===== config.mk =====
export PLATFORM = sky130hd
export DESIGN_NAME = sensor_regbank
export DESIGN_NICKNAME = d
export VERILOG_FILES = /design/src/rtl/sensor_regbank.sv
export SDC_FILE = /design/constraint.sdc
export NUM_CORES = 1
export LEC_CHECK = 0
export BUFFER_PORTS_ARGS = -buffer_cell sky130_fd_sc_hd__buf_2
export CAP_MARGIN = 5
export CORE_MARGIN = 2
export CORE_UTILIZATION = 51
export CTS_CLUSTER_SIZE = 25
export DETAILED_ROUTE_END_ITERATION = 10
export PLACE_DENSITY = 0.76
export SLEW_MARGIN = 30
export SYNTH_ARGS = -nofsm -noshare
export SYNTH_HDL_FRONTEND = slang
export SYNTH_SLANG_ARGS = --single-unit

===== constraint.sdc =====
create_clock -name clk -period 1.6 [get_ports clk]
set_input_delay 0.24 -clock clk [delete_from_list [all_inputs] [get_ports clk]]
set_output_delay 0.24 -clock clk [all_outputs]
set_load 0.02 [all_outputs]

===== src/rtl/sensor_regbank.sv =====
module sensor_regbank #(
  parameter logic [15:0] GAIN_INIT   = 16'h9C40,
  parameter logic [15:0] OFFSET_INIT = 16'h8000,
  parameter int          RES_BITS    = 12,
  parameter logic [7:0]  TOP_ADDR    = 8'h0A
) (
  input  logic        clk,
  input  logic        rst_n,
  input  logic        bus_start,
  input  logic        bus_stop,
  input  logic        wr_en,
  input  logic [7:0]  wr_data,
  input  logic        rd_en,
  output logic [7:0]  rd_data,
  input  logic        res_valid,
  input  logic [15:0] res_data,
  output logic        read_open
);

  localparam int         PAD      = 16 - RES_BITS;
  localparam logic [7:0] A_RES_H  = 8'h01;
  localparam logic [7:0] A_RES_L  = 8'h02;
  localparam logic [7:0] A_OFF_H  = 8'h05;
  localparam logic [7:0] A_OFF_L  = 8'h06;
  localparam logic [7:0] A_GAIN_H = 8'h09;
  localparam logic [7:0] A_GAIN_L = 8'h0A;

  logic [RES_BITS-1:0] res_q;
  logic [15:0]         off_q, gain_q;
  logic [7:0]          ptr, ptr_nxt, rd_mux;
  logic                want_addr;
  logic                data_wr, take_res;
  logic [15:0]         res_word;

  assign res_word = {res_q, {PAD{1'b0}}};
  assign ptr_nxt  = (ptr >= TOP_ADDR) ? 8'h00 : ptr + 8'h01;
  assign data_wr  = wr_en && !want_addr;
  assign take_res = res_valid && !read_open && !rd_en && !bus_stop;

  always_comb begin
    case (ptr)
      A_RES_H:  rd_mux = res_word[15:8];
      A_RES_L:  rd_mux = res_word[7:0];
      A_OFF_H:  rd_mux = off_q[15:8];
      A_OFF_L:  rd_mux = off_q[7:0];
      A_GAIN_H: rd_mux = gain_q[15:8];
      A_GAIN_L: rd_mux = gain_q[7:0];
      default:  rd_mux = 8'h00;
    endcase
  end

  always_ff @(posedge clk or negedge rst_n) begin
    if (!rst_n) begin
      ptr       <= 8'h00;
      want_addr <= 1'b0;
      rd_data   <= 8'h00;
    end else begin
      if (rd_en) begin
        rd_data <= rd_mux;
        ptr     <= ptr_nxt;
      end else if (wr_en && want_addr) begin
        ptr <= wr_data;
      end else if (data_wr) begin
        ptr <= ptr_nxt;
      end
      if (bus_start)            want_addr <= 1'b1;
      else if (bus_stop)        want_addr <= 1'b0;
      else if (wr_en || rd_en)  want_addr <= 1'b0;
    end
  end

  always_ff @(posedge clk or negedge rst_n) begin
    if (!rst_n)        read_open <= 1'b0;
    else if (bus_stop) read_open <= 1'b0;
    else if (rd_en)    read_open <= 1'b1;
  end

  always_ff @(posedge clk or negedge rst_n) begin
    if (!rst_n) begin
      off_q  <= OFFSET_INIT;
      gain_q <= GAIN_INIT;
    end else if (data_wr) begin
      case (ptr)
        A_OFF_H:  off_q[15:8]  <= wr_data;
        A_OFF_L:  off_q[7:0]   <= wr_data;
        A_GAIN_H: gain_q[15:8] <= wr_data;
        A_GAIN_L: gain_q[7:0]  <= wr_data;
        default:  ;
      endcase
    end
  end

  always_ff @(posedge clk or negedge rst_n) begin
    if (!rst_n)        res_q <= '0;
    else if (take_res) res_q <= res_data[15:PAD];
  end

  AST_LOCKED_RESULT_STABLE: assert property (@(posedge clk) disable iff (!rst_n)
    (read_open || rd_en) |=> $stable(res_q)) else $error("locked result changed");
  AST_STOP_CLOSES_READ: assert property (@(posedge clk) disable iff (!rst_n)
    bus_stop |=> !read_open) else $error("stop did not close read");
  AST_READ_OPENS: assert property (@(posedge clk) disable iff (!rst_n)
    (rd_en && !bus_stop) |=> read_open) else $error("read byte did not open read");
  AST_PTR_WRAP: assert property (@(posedge clk) disable iff (!rst_n)
    (rd_en && ptr >= TOP_ADDR) |=> (ptr == 8'h00)) else $error("pointer did not wrap");
  AST_RESULT_READ_ONLY: assert property (@(posedge clk) disable iff (!rst_n)
    (data_wr && !res_valid && (ptr == A_RES_H || ptr == A_RES_L)) |=> $stable(res_q))
    else $error("write reached result");
  AST_LOW_NIBBLE_ZERO: assert property (@(posedge clk) disable iff (!rst_n)
    (rd_en && ptr == A_RES_L) |=> (rd_data[PAD-1:0] == '0)) else $error("low bits nonzero");

endmodule


# [Word-level counts from Yosys, hierarchy flattened]
# Cells that the tools add are included.
[word_totals] regBits=62 latchBits=0 ram_bits=0 mem_bits_ro=0 input_bits=31 output_inout_bits=9 wordCells=44 mem_count=0
[classes] addsub=1 mul=0 div_mod_pow=0 order_cmp=1 eq_ne=6 n_shift=0 mux=10 bitwise_logic=0 n_reduce_logical=17
[op_table] op="$pmux W8 S6" n=1
[op_table] op="$mux W8" n=4
[op_table] op="$eq A8 B3 Y1 const B" n=2
[op_table] op="$eq A8 B4 Y1 const B" n=2
[op_table] op="$add A8 B1 Y8 const B" n=1
[op_table] op="$eq A8 B1 Y1 const B" n=1
[op_table] op="$eq A8 B2 Y1 const B" n=1
[op_table] op="$ge A8 B4 Y1 const B" n=1
[op_table] op="$reduce_and A2 Y1" n=4
[op_table] op="$reduce_bool A3 Y1" n=2
[op_table] op="$logic_and A1 B1 Y1" n=5
[op_table] op="$mux W1" n=5
[op_table] op="$logic_not A1 Y1" n=4
[op_table] op="$reduce_bool A2 Y1" n=1
[op_table] op="$logic_or A1 B1 Y1" n=1

# [Depth between registers and ports, before layout]
# Gate-level depths: netlist (run 1).
[depth] depth_word=5 mapped_depth=8 ltp_nobuf=6

# [Least setup slack after synthesis (run 1)]
# No wires, ideal clock.
[synth_timing] path_kind="register to register" startpoint="register ptr[0]" endpoint="register ptr[0]" setup_time_ns=0.084 t_arrival_ns=1.480 t_required_ns=1.516 path_slack_ns=0.036 path_stages_with_launch=7 n_path_buf=0 period_less_slack_ns=1.564 path_cell_list="dfrtp_1 inv_1 ha_1 o31ai_1 nand3b_4 o21ai_0 a21boi_0"
[synth_via] elab_chain_cells=5 word_cells_on_any_way=6 cone_classes="add/sub: 1; order compare: 1; mux: 4"
[synth_lines] element="from (decl)" line="30" source="logic [7:0] ptr, ptr_nxt, rd_mux;"
[synth_lines] element="from (signal assigned)" line="60" source="ptr <= ptr_nxt;"
[synth_lines] element="from (signal assigned)" line="62" source="ptr <= wr_data;"
[synth_lines] element="from (signal assigned)" line="64" source="ptr <= ptr_nxt;"
[synth_lines] element="$add A8 B1 Y8 / $ge A8 B4 Y1 (equally long branches)" line="36" source="assign ptr_nxt = (ptr >= TOP_ADDR) ? 8'h00 : ptr + 8'h01;"
[synth_lines] element="$mux W8 *" line="36"
[synth_lines] element="$mux W8" line="63" source="end else if (data_wr) begin"
[synth_lines] element="$mux W8" line="61" source="end else if (wr_en && want_addr) begin"
[synth_lines] element="$mux W8 *" line="58" source="if (rd_en) begin"
# Every way passes the cells marked *; elsewhere a longest branch is shown, timed or not. The select of a mux whose other input is x is not followed.
# A chain may end at the register's enable or synchronous reset.

# [Worst setup path after layout (run 1)]
[layout_timing] startpoint="register ptr[4]" endpoint="register gain_q[8]"
[layout_via] elab_chain_cells=2
[layout_lines] element="$eq A8 B4 Y1" line="83" source="case (ptr)"
[layout_lines] element="$reduce_and A2 Y1 (no source line)"
[layout_lines] element="to (signal assigned)" line="86" source="A_GAIN_H: gain_q[15:8] <= wr_data;"
[layout_lines] element="to (decl)" line="29" source="logic [15:0] off_q, gain_q;"
# No other way between the ends.

==> results of run 1 <==
worst max-delay path by stage:
stage	start	end	slack [ns]	cells past startpoint
final	ptr[4]$_DFFE_PN0P_	gain_q[8]$_DFFE_PN0P_	-0.03	4
after global routing	ptr[4]$_DFFE_PN0P_	gain_q[8]$_DFFE_PN0P_	-0.08	4
after CTS	ptr[7]$_DFFE_PN0P_	off_q[13]$_DFFE_PN0P_	-0.03	4
after detailed placement	ptr[4]$_DFFE_PN0P_	off_q[6]$_DFFE_PN0P_	-0.05	4
after global placement	ptr[0]$_DFFE_PN0P_	rd_data[1]$_DFFE_PN0P_	-0.05	7
after floorplan	ptr[0]$_DFFE_PN0P_	ptr[0]$_DFFE_PN0P_	0.04	6
layout make-up:
| type | count | share of cell area |
|---|---|---|
| clock buffers | 10 | 0.0357 |
| clock inverters | 6 | 0.0344 |
| inverters | 9 | 0.00877 |
| multi-input cells | 149 | 0.368 |
| flip-flops and latches | 62 | 0.405 |
| well taps | 72 | 0.0234 |
| repair buffers | 70 | 0.125 |
worst register-to-register path: stages, from the launching register on:
cell and delay [ns]:
dfrtp_1 0.41, nor4_4 0.39, and2_4 0.25, nand3_4 0.16, mux2_2 0.31
cells in the final DEF, fill, tap and decap left out, drive strengths merged, types with 3 or more instances in the layout:
cell type / n
clkbuf: 10
a211oi: 6
o22ai: 6
nand2: 7
mux2i: 5
buf: 69
a22oi: 6
a31oi: 3
a21oi: 10
nand3: 6
nor2b: 3
o21ai: 5
and3: 5
nor2: 6
o2bb2ai: 4
a22o: 3
inv: 9
bufinv: 4
ha: 3
dfstp: 6
mux2: 48
dfrtp: 56
per-layer routing:
layer  track usage  part of all wire  vias up  routed length [um]
met2         0.338              0.49       48                3350
li1              -                 -     1000                   -
met4         0.102             0.013        0                  87
met1         0.299              0.46     1096                3120
met5             0                 0        -                   0
met3        0.0438             0.039        8                 265
power by group through the flow:
| stage | registers [mW] | logic [mW] | clock network [mW] |
|---|---|---|---|
| 4_1_cts | 2.42 | 2.24 | 1.87 |
| 2_1_floorplan | 2.44 | 1.37 | 0 |
| 6_report | 2.44 | 2.49 | 1.86 |
| 5_1_grt | 2.50 | 2.67 | 1.95 |
| 3_3_place_gp | 2.41 | 2.15 | 0 |
| 3_5_place_dp | 2.44 | 2.19 | 0 |
sequential cells by signal, summed over array words and instances, names as in the netlist:
signal	count
want_addr	1
read_open	1
ptr	8
rd_data	8
res_q	12
gain_q	16
off_q	16
cells by family after synthesis:
kind of cell               synth area share
AOI/OAI and AO/OA                     0.130
adders and majority gates            0.0126
buffers and inverters                0.0386
DFF                                   0.523
muxes                                 0.199
and+or+nand+nor                      0.0973
what timing repair did:
| item | CTS | global route |
|---|---|---|
| buffers inserted | 1 | 1 |
| pin swaps | 7 | 7 |
| endpoints found under the setup margin | 31 | 45 |
| gates resized for setup | 3 | 22 |
| endpoints found under the hold margin | 56 | 0 |
| hold buffers | 1 | 0 |
==> summary.md, run 1 <==
| Metric | Value |
|---|---|
| R2r setup slk | -0.03 ns |
| Drt first pass iters | 4 |
| Synth top area share | 0.470 |
| Area grow syn2layout | 29.2% |
| Inst Count DP | approximately 360 |
| Slew margin rel. | 0.759 |
| Fmax | approximately 610 MHz |
| Failing checks | setup timing |
| Post-place setup slack | -0.0532 ns |
| Nature of the critical path endpoint | flip-flop |
| Io pins | 40 |
| Largest net degree at the start of global routing | 63 |
| DIE WIDTH | ~80 um |
| Synthesized cell area | between 2000 and 3000 um2 |
| Placed cell area | between 3000 and 4000 um2 |
| PortBufs | 35 |
| Initial antenna violation count | 0 |
| Final core occ | 0.691 |
| Net switching fraction of the power | 0.316 |
| Final wirelength | about 6.8 mm |
| Commonest cells post-synth | dfrtp_1 (56), mux2_2 (47), a21oi_1 (10) |
| RR Startpoint | ptr[4]$_DFFE_PN0P_ |
| Hold Path End | read_open$_DFFE_PN0P_ |
| Synth top area cells | dfrtp_1 (47%), mux2_2 (18%), dfstp_2 (5.3%) |
| CP startpoint kind | flip-flop |
| Hold Vio Cnt, Final | 0 |
| Share of power burned in combinational logic | 0.367 |
| Hold-critical path depth | 2 |
| Worst hold path type | in2reg |
| Total Power | 6.80 mW |
| CP top delay family | simple AND/OR/NAND/NOR gates |
| Routability cong. | slightly above 0.8 |
| Fill count | just over 400 |
| Cell-internal power | between 4 and 5 mW |
| CP max-delay cell | dfrtp_1 |
| # setup viols final | 16 |
| Crit path time final | roughly 1.6 ns |
| Via count | approximately 2200 |
| Worst skew pair latency | between 0.3 and 0.4 ns |
| Synth Net Count | around 270 |
| Die area | ~6500 um2 |
| Core area | between 5000 and 6000 um2 |
| Synth unique cells | 48 |
| CTS tree | yes |
| CTS Buf Count | 9 |
| First-pass GRT wire length | between 10 and 15 mm |
| MaxCap Viol Count | 0 |
| WP data arrival | 1.85 ns |
| Cell accounting for the most synthesized area | dfrtp_1 |
| CP peak stage delay | slightly above 0.4 ns |
| Worst clock skew | slightly above 0.009 ns |
| Worst Path Buf+Inv | 0 |
| Tot GR Track Use | 0.219 |
| Run status | complete, but fails checks |
| Post-synth EDFFs | 0 |
| Clock Power Share | 0.274 |
| Most common cell in the netlist | dfrtp_1 |
| Actual slew at the worst max-slew pin | ~0.36 ns |
| Register area share after synthesis | 0.523 |
| Die H | between 80 and 90 um |
| Final HPWL DP | ~4.5 mm |
| Yosys Warn Count | 0 |
| Clk buf depth | 2 |
| CP Data Required Time | approximately 1.8 ns |
| Final Instance Area | just under 4000 um2 |
| Worst setup margin | -0.0272 ns |
| Syn avg cell area | between 10 and 15 um2 |
| Clock Pin Slew Worst Setup and Hold Paths | approximately 0.070 ns |
| WS Path Type | reg2reg |
| Number of global-route vias before repair | between 2000 and 2500 |
| Seq pwr share | 0.360 |
| N_diodes | 0 |
| Non-filler cells in the finished layout | 378 |
| Final net count | 335 |
| Crit share post-route | 1.02 |
| Drt first-iter violations | 96 |
| # DRC | 0 |
| Max VDD drop | 0.000968 V |
| Register area | ~1600 um2 |
| Switching pwr | 2.15 mW |
| Initial Utilization | 0.535 |
| CTS H-Tree Depth | 3 |
| Fraction of registers with async set/reset | 1.00 |
| Cells after Synth | between 200 and 250 |
| Rows | 27 |
| Pleak | roughly 1.8 nW |
| TritonCTS Sinks | 62 |
| Routed length per placed instance | around 18 um |
| CP Cell Sequence | nor4_4 > and2_4 > nand3_4 > mux2_2 |
| Post-synth top flop | dfrtp_1 |
| Seq cells post-synth | 62 |
| Setup TNS | -0.212 ns |
| Grt total ovfl | 0 |
| Multi-input gate area | between 1000 and 1500 um2 |
| Worst hold margin | about 0.055 ns |
| Clock Root Buffer | clkbuf_8 |
| Antenna Nets Post-Route | 0 |
| R2R depth | 4 |
| Share of cells above drive strength 1 | 0.556 |
| Vias per cell | 5.69 |
| Crit Path Max Fanout | 8 |
| RSZ-0062 raised after global routing | yes |
| Final Max Slew Viols | 0 |
| Power per cell area | ~1800 nW/um2 |
| Hold Startpoint | bus_stop |
| Worst R2R End | gain_q[8]$_DFFE_PN0P_ |
Power figures use the tool's default switching activity.
==> inputs of run 2 (changes only) <==
--- a/config.mk
+++ b/config.mk
@@ -5,13 +5,14 @@
 export SDC_FILE = /design/constraint.sdc
 export NUM_CORES = 1
 export LEC_CHECK = 0
+export ABC_AREA = 1
 export BUFFER_PORTS_ARGS = -buffer_cell sky130_fd_sc_hd__buf_2
 export CAP_MARGIN = 5
 export CORE_MARGIN = 2
-export CORE_UTILIZATION = 51
+export CORE_UTILIZATION = 52
 export CTS_CLUSTER_SIZE = 25
 export DETAILED_ROUTE_END_ITERATION = 10
-export PLACE_DENSITY = 0.76
+export PLACE_DENSITY = 0.77
 export SLEW_MARGIN = 30
 export SYNTH_ARGS = -nofsm -noshare
 export SYNTH_HDL_FRONTEND = slang
==> run 2 against run 1 <==
Net effect: clock skew is 0.0022 ns higher; sequential power is 2% higher; register-to-register slack better by 0.10 ns; setup slack better by 0.10 ns; wire length is 4.8% lower; via count is 13% higher; critical path depth is 7 higher; core utilization is 5.3 points lower; fmax is 6.9% higher; global-route usage is 0.51 points lower; area after synthesis is 3.5% higher; the run now ends clean.
==> summary.md, run 2 <==
| Metric | Value |
|---|---|
| Run status | completed |
| First-pass GRT wire length | 10.5 mm (+0.40%) |
| Routed length per placed instance | 13.4 um (-26%) |
| Synth Net Count | 381 (+42%) |
| Inst Count DP | 467 (+30%) |
| Vias per cell | 5.01 (-12%) |
| MaxCap Viol Count | 0 (unchanged) |
| TritonCTS Sinks | 62 (unchanged) |
| Max VDD drop | 0.000693 V (-28%) |
| Worst skew pair latency | 0.34 ns (about the same) |
| Clock Pin Slew Worst Setup and Hold Paths | 0.06 ns (about the same) |
| Largest net degree at the start of global routing | 24 (-62%) |
| CP peak stage delay | 0.43 ns (+0.02 ns) |
| Grt total ovfl | 0 (unchanged) |
| # setup viols final | 0 (-16) |
| Number of global-route vias before repair | 2224 (+5.3%) |
| Clk buf depth | 2 (unchanged) |
| Yosys Warn Count | 0 (unchanged) |
| WS Path Type | reg2reg |
| Power per cell area | 1440 nW/um2 (-18%) |
| Largest regs | gain_q: 16 flops, off_q: 16 flops, res_q: 12 flops |
| Crit share post-route | 0.952 (-0.0653) |
| Clock Root Buffer | clkbuf_8 |
| # DRC | 0 (unchanged) |
| Commonest cells post-synth | nand2_1 (127), dfrtp_1 (56), inv_1 (31) |
| Slew margin rel. | 0.679 (-0.0797) |
| CP most frequent cell | nand2_1 |
| Syn avg cell area | 8.90 um2 (-30%) |
| Post-synth EDFFs | 0 (unchanged) |
| Cell accounting for the most synthesized area | dfrtp_1 |
| CTS tree | yes |
| Antenna Nets Post-Route | 0 (unchanged) |
| Core area | 5820 um2 (+4.3%) |
| CTS Buf Count | 9 (unchanged) |
| Final net count | 440 (+31%) |
| Crit path time final | 1.52 ns (-0.104 ns) |
| Drt first pass iters | 5 (+1) |
| Synthesized cell area | 3090 um2 (+3.5%) |
| Drt first-iter violations | 149 (+55%) |
| Non-filler cells in the finished layout | 486 (+29%) |
| Initial antenna violation count | 0 (unchanged) |
| Via count | 2434 (+13%) |
| Post-synth top flop | dfrtp_1 |
| Fmax | 657 MHz (+6.9%) |
| Most common cell in the netlist | nand2_1 |
| CP Data Required Time | 1.82 ns (about the same) |
| CP startpoint kind | flip-flop |
| Nature of the critical path endpoint | flip-flop |
| Final Max Slew Viols | 0 (unchanged) |
| Die H | 81.1 um (+0.73%) |
| Synth unique cells | 28 (-42%) |
| Share of cells above drive strength 1 | 0.358 (-0.198) |
| Crit Path Max Fanout | 3 (-5) |
| Worst hold path type | in2reg |
| Pleak | 1.93 nW (+9.2%) |
| Routability cong. | 0.810 (+0.31%) |
| N_diodes | 0 (unchanged) |
| Io pins | 40 (unchanged) |
| Fraction of registers with async set/reset | 1.00 (unchanged) |
| PortBufs | 35 (unchanged) |
| DIE WIDTH | 81.1 um (+0.73%) |
| CP max-delay cell | dfrtp_1 |
| Final HPWL DP | 4.67 mm (+3.1%) |
| Tot GR Track Use | 0.214 (-0.00505) |
| Die area | 6570 um2 (+1.5%) |
| Commonest non-fill, non-tap cells in the layout | nand2_1 (127), dfrtp_1 (54), buf_2 (35) |
| Cells after Synth | 347 (+48%) |
| CP Cell Sequence | inv_2 > ha_4 > nand3_2 > nor2_4 > buf_4 > nand2_1 > nand2_1 > nor2_1 > nand2_1 > nand2_1 > nand2_1 |
| Commonest non-fill, non-tap cell in the layout | nand2_1 |
| Initial Utilization | 0.531 (-0.00415) |
| Synth top area share | 0.454 (-0.0160) |
| Actual slew at the worst max-slew pin | 0.481 ns (+0.120 ns) |
| Hold Vio Cnt, Final | 0 (unchanged) |
| Final wirelength | 6.50 mm (-4.8%) |
| Worst clock skew | 0.0113 ns (+0.00220 ns) |
| Seq cells post-synth | 62 (unchanged) |
| Final core occ | 0.638 (-0.0530) |
| Register area share after synthesis | 0.505 (-0.0178) |
| CTS H-Tree Depth | 3 (unchanged) |
| WP data arrival | 1.74 ns (-0.11 ns) |
| Rows | 28 (+3.7%) |
| Synth top area cells | dfrtp_1 (45%), nand2_1 (15%), o21ai_2 (8.2%) |
| Area grow syn2layout | 20.2% |
==> run 2: where the power goes <==
part           total [mW]  switching, mW  internal, mW
combinational        1.56          0.884         0.674
sequential           2.49          0.331          2.16
clock                1.30          0.611         0.691
==> run 2: path summary, 6_finish.rpt <==
check	slack [ns]	start	depth (start not counted)	end
setup reg to reg	0.08	ptr[1]$_DFFE_PN0P_	11	rd_data[0]$_DFFE_PN0P_
setup / recovery	0.08	ptr[1]$_DFFE_PN0P_	11	rd_data[0]$_DFFE_PN0P_
max in group asynchronous	0.61	rst_n	3	rd_data[0]$_DFFE_PN0P_
hold / removal	0.08	bus_stop	2	read_open$_DFFE_PN0P_
min in group asynchronous	0.40	rst_n	2	res_q[6]$_DFFE_PN0P_
hold reg to reg	0.48	gain_q[15]$_DFFE_PN1P_	2	gain_q[15]$_DFFE_PN1P_
==> run 2: metal layers <==
layer,share of wire,up-vias,global-route usage
met5,0,-,0
li1,-,1226,-
met3,0.053,4,0.0611
met1,0.46,1136,0.284
met2,0.47,68,0.348
met4,0.0098,0,0.0542
==> run 2: cell type report <==
class | instances | area, um2
fillers | 487 | 2100
flip-flops and latches | 62 | 1560
multi-input cells | 246 | 1400
repair buffers | 53 | 329
clock buffers | 12 | 165
inverters | 34 | 130
well taps | 75 | 93.8
clock inverters | 4 | 30.0
==> run 2: through the flow <==
| stage | hold slack [ns] | setup WS [ns] | power (mW) | cell area, um2 | TNS, ns |
|---|---|---|---|---|---|
| floorplan | -0.0556 | 0.0896 | 3.51 | 3090 | 0 |
| global placement | 0.220 | 0.0297 | 3.89 | 3430 | 0 |
| detailed placement | 0.218 | -0.0316 | 3.96 | 3430 | -0.195 |
| CTS | 0.0708 | 0.00767 | 5.28 | 3650 | 0 |
| global route | 0.0707 | -0.0208 | 5.72 | 3710 | -0.0223 |
| finish | 0.0809 | 0.0772 | 5.35 | 3710 | 0 |
==> run 2: kinds of logic after synthesis <==
family	synth area share
multiplexers	0.0292
adder cells (fa/ha/maj)	0.0122
flip-flops	0.505
AO/OA/AOI/OAI	0.121
XOR/XNOR	0.00284
buffers and inverters	0.0600
AND/OR/NAND/NOR	0.270
==> run 2: critical path: cells and delay by family, from the launching register on <==
kind	cells	cell delay, ns
buffers and inverters	2	0.23
and+or+nand+nor	8	0.58
DFF	1	0.43
adders and majority gates	1	0.17
==> run 2: what timing repair did <==
item | CTS | global route
hold endpoints to repair | 15 | 0
cloned | 0 | 1
hold buffers | 1 | 0
pin swaps | 1 | 6
gates resized for setup | 1 | 15
setup buffers | 1 | 0
endpoints found under the setup margin | 11 | 20
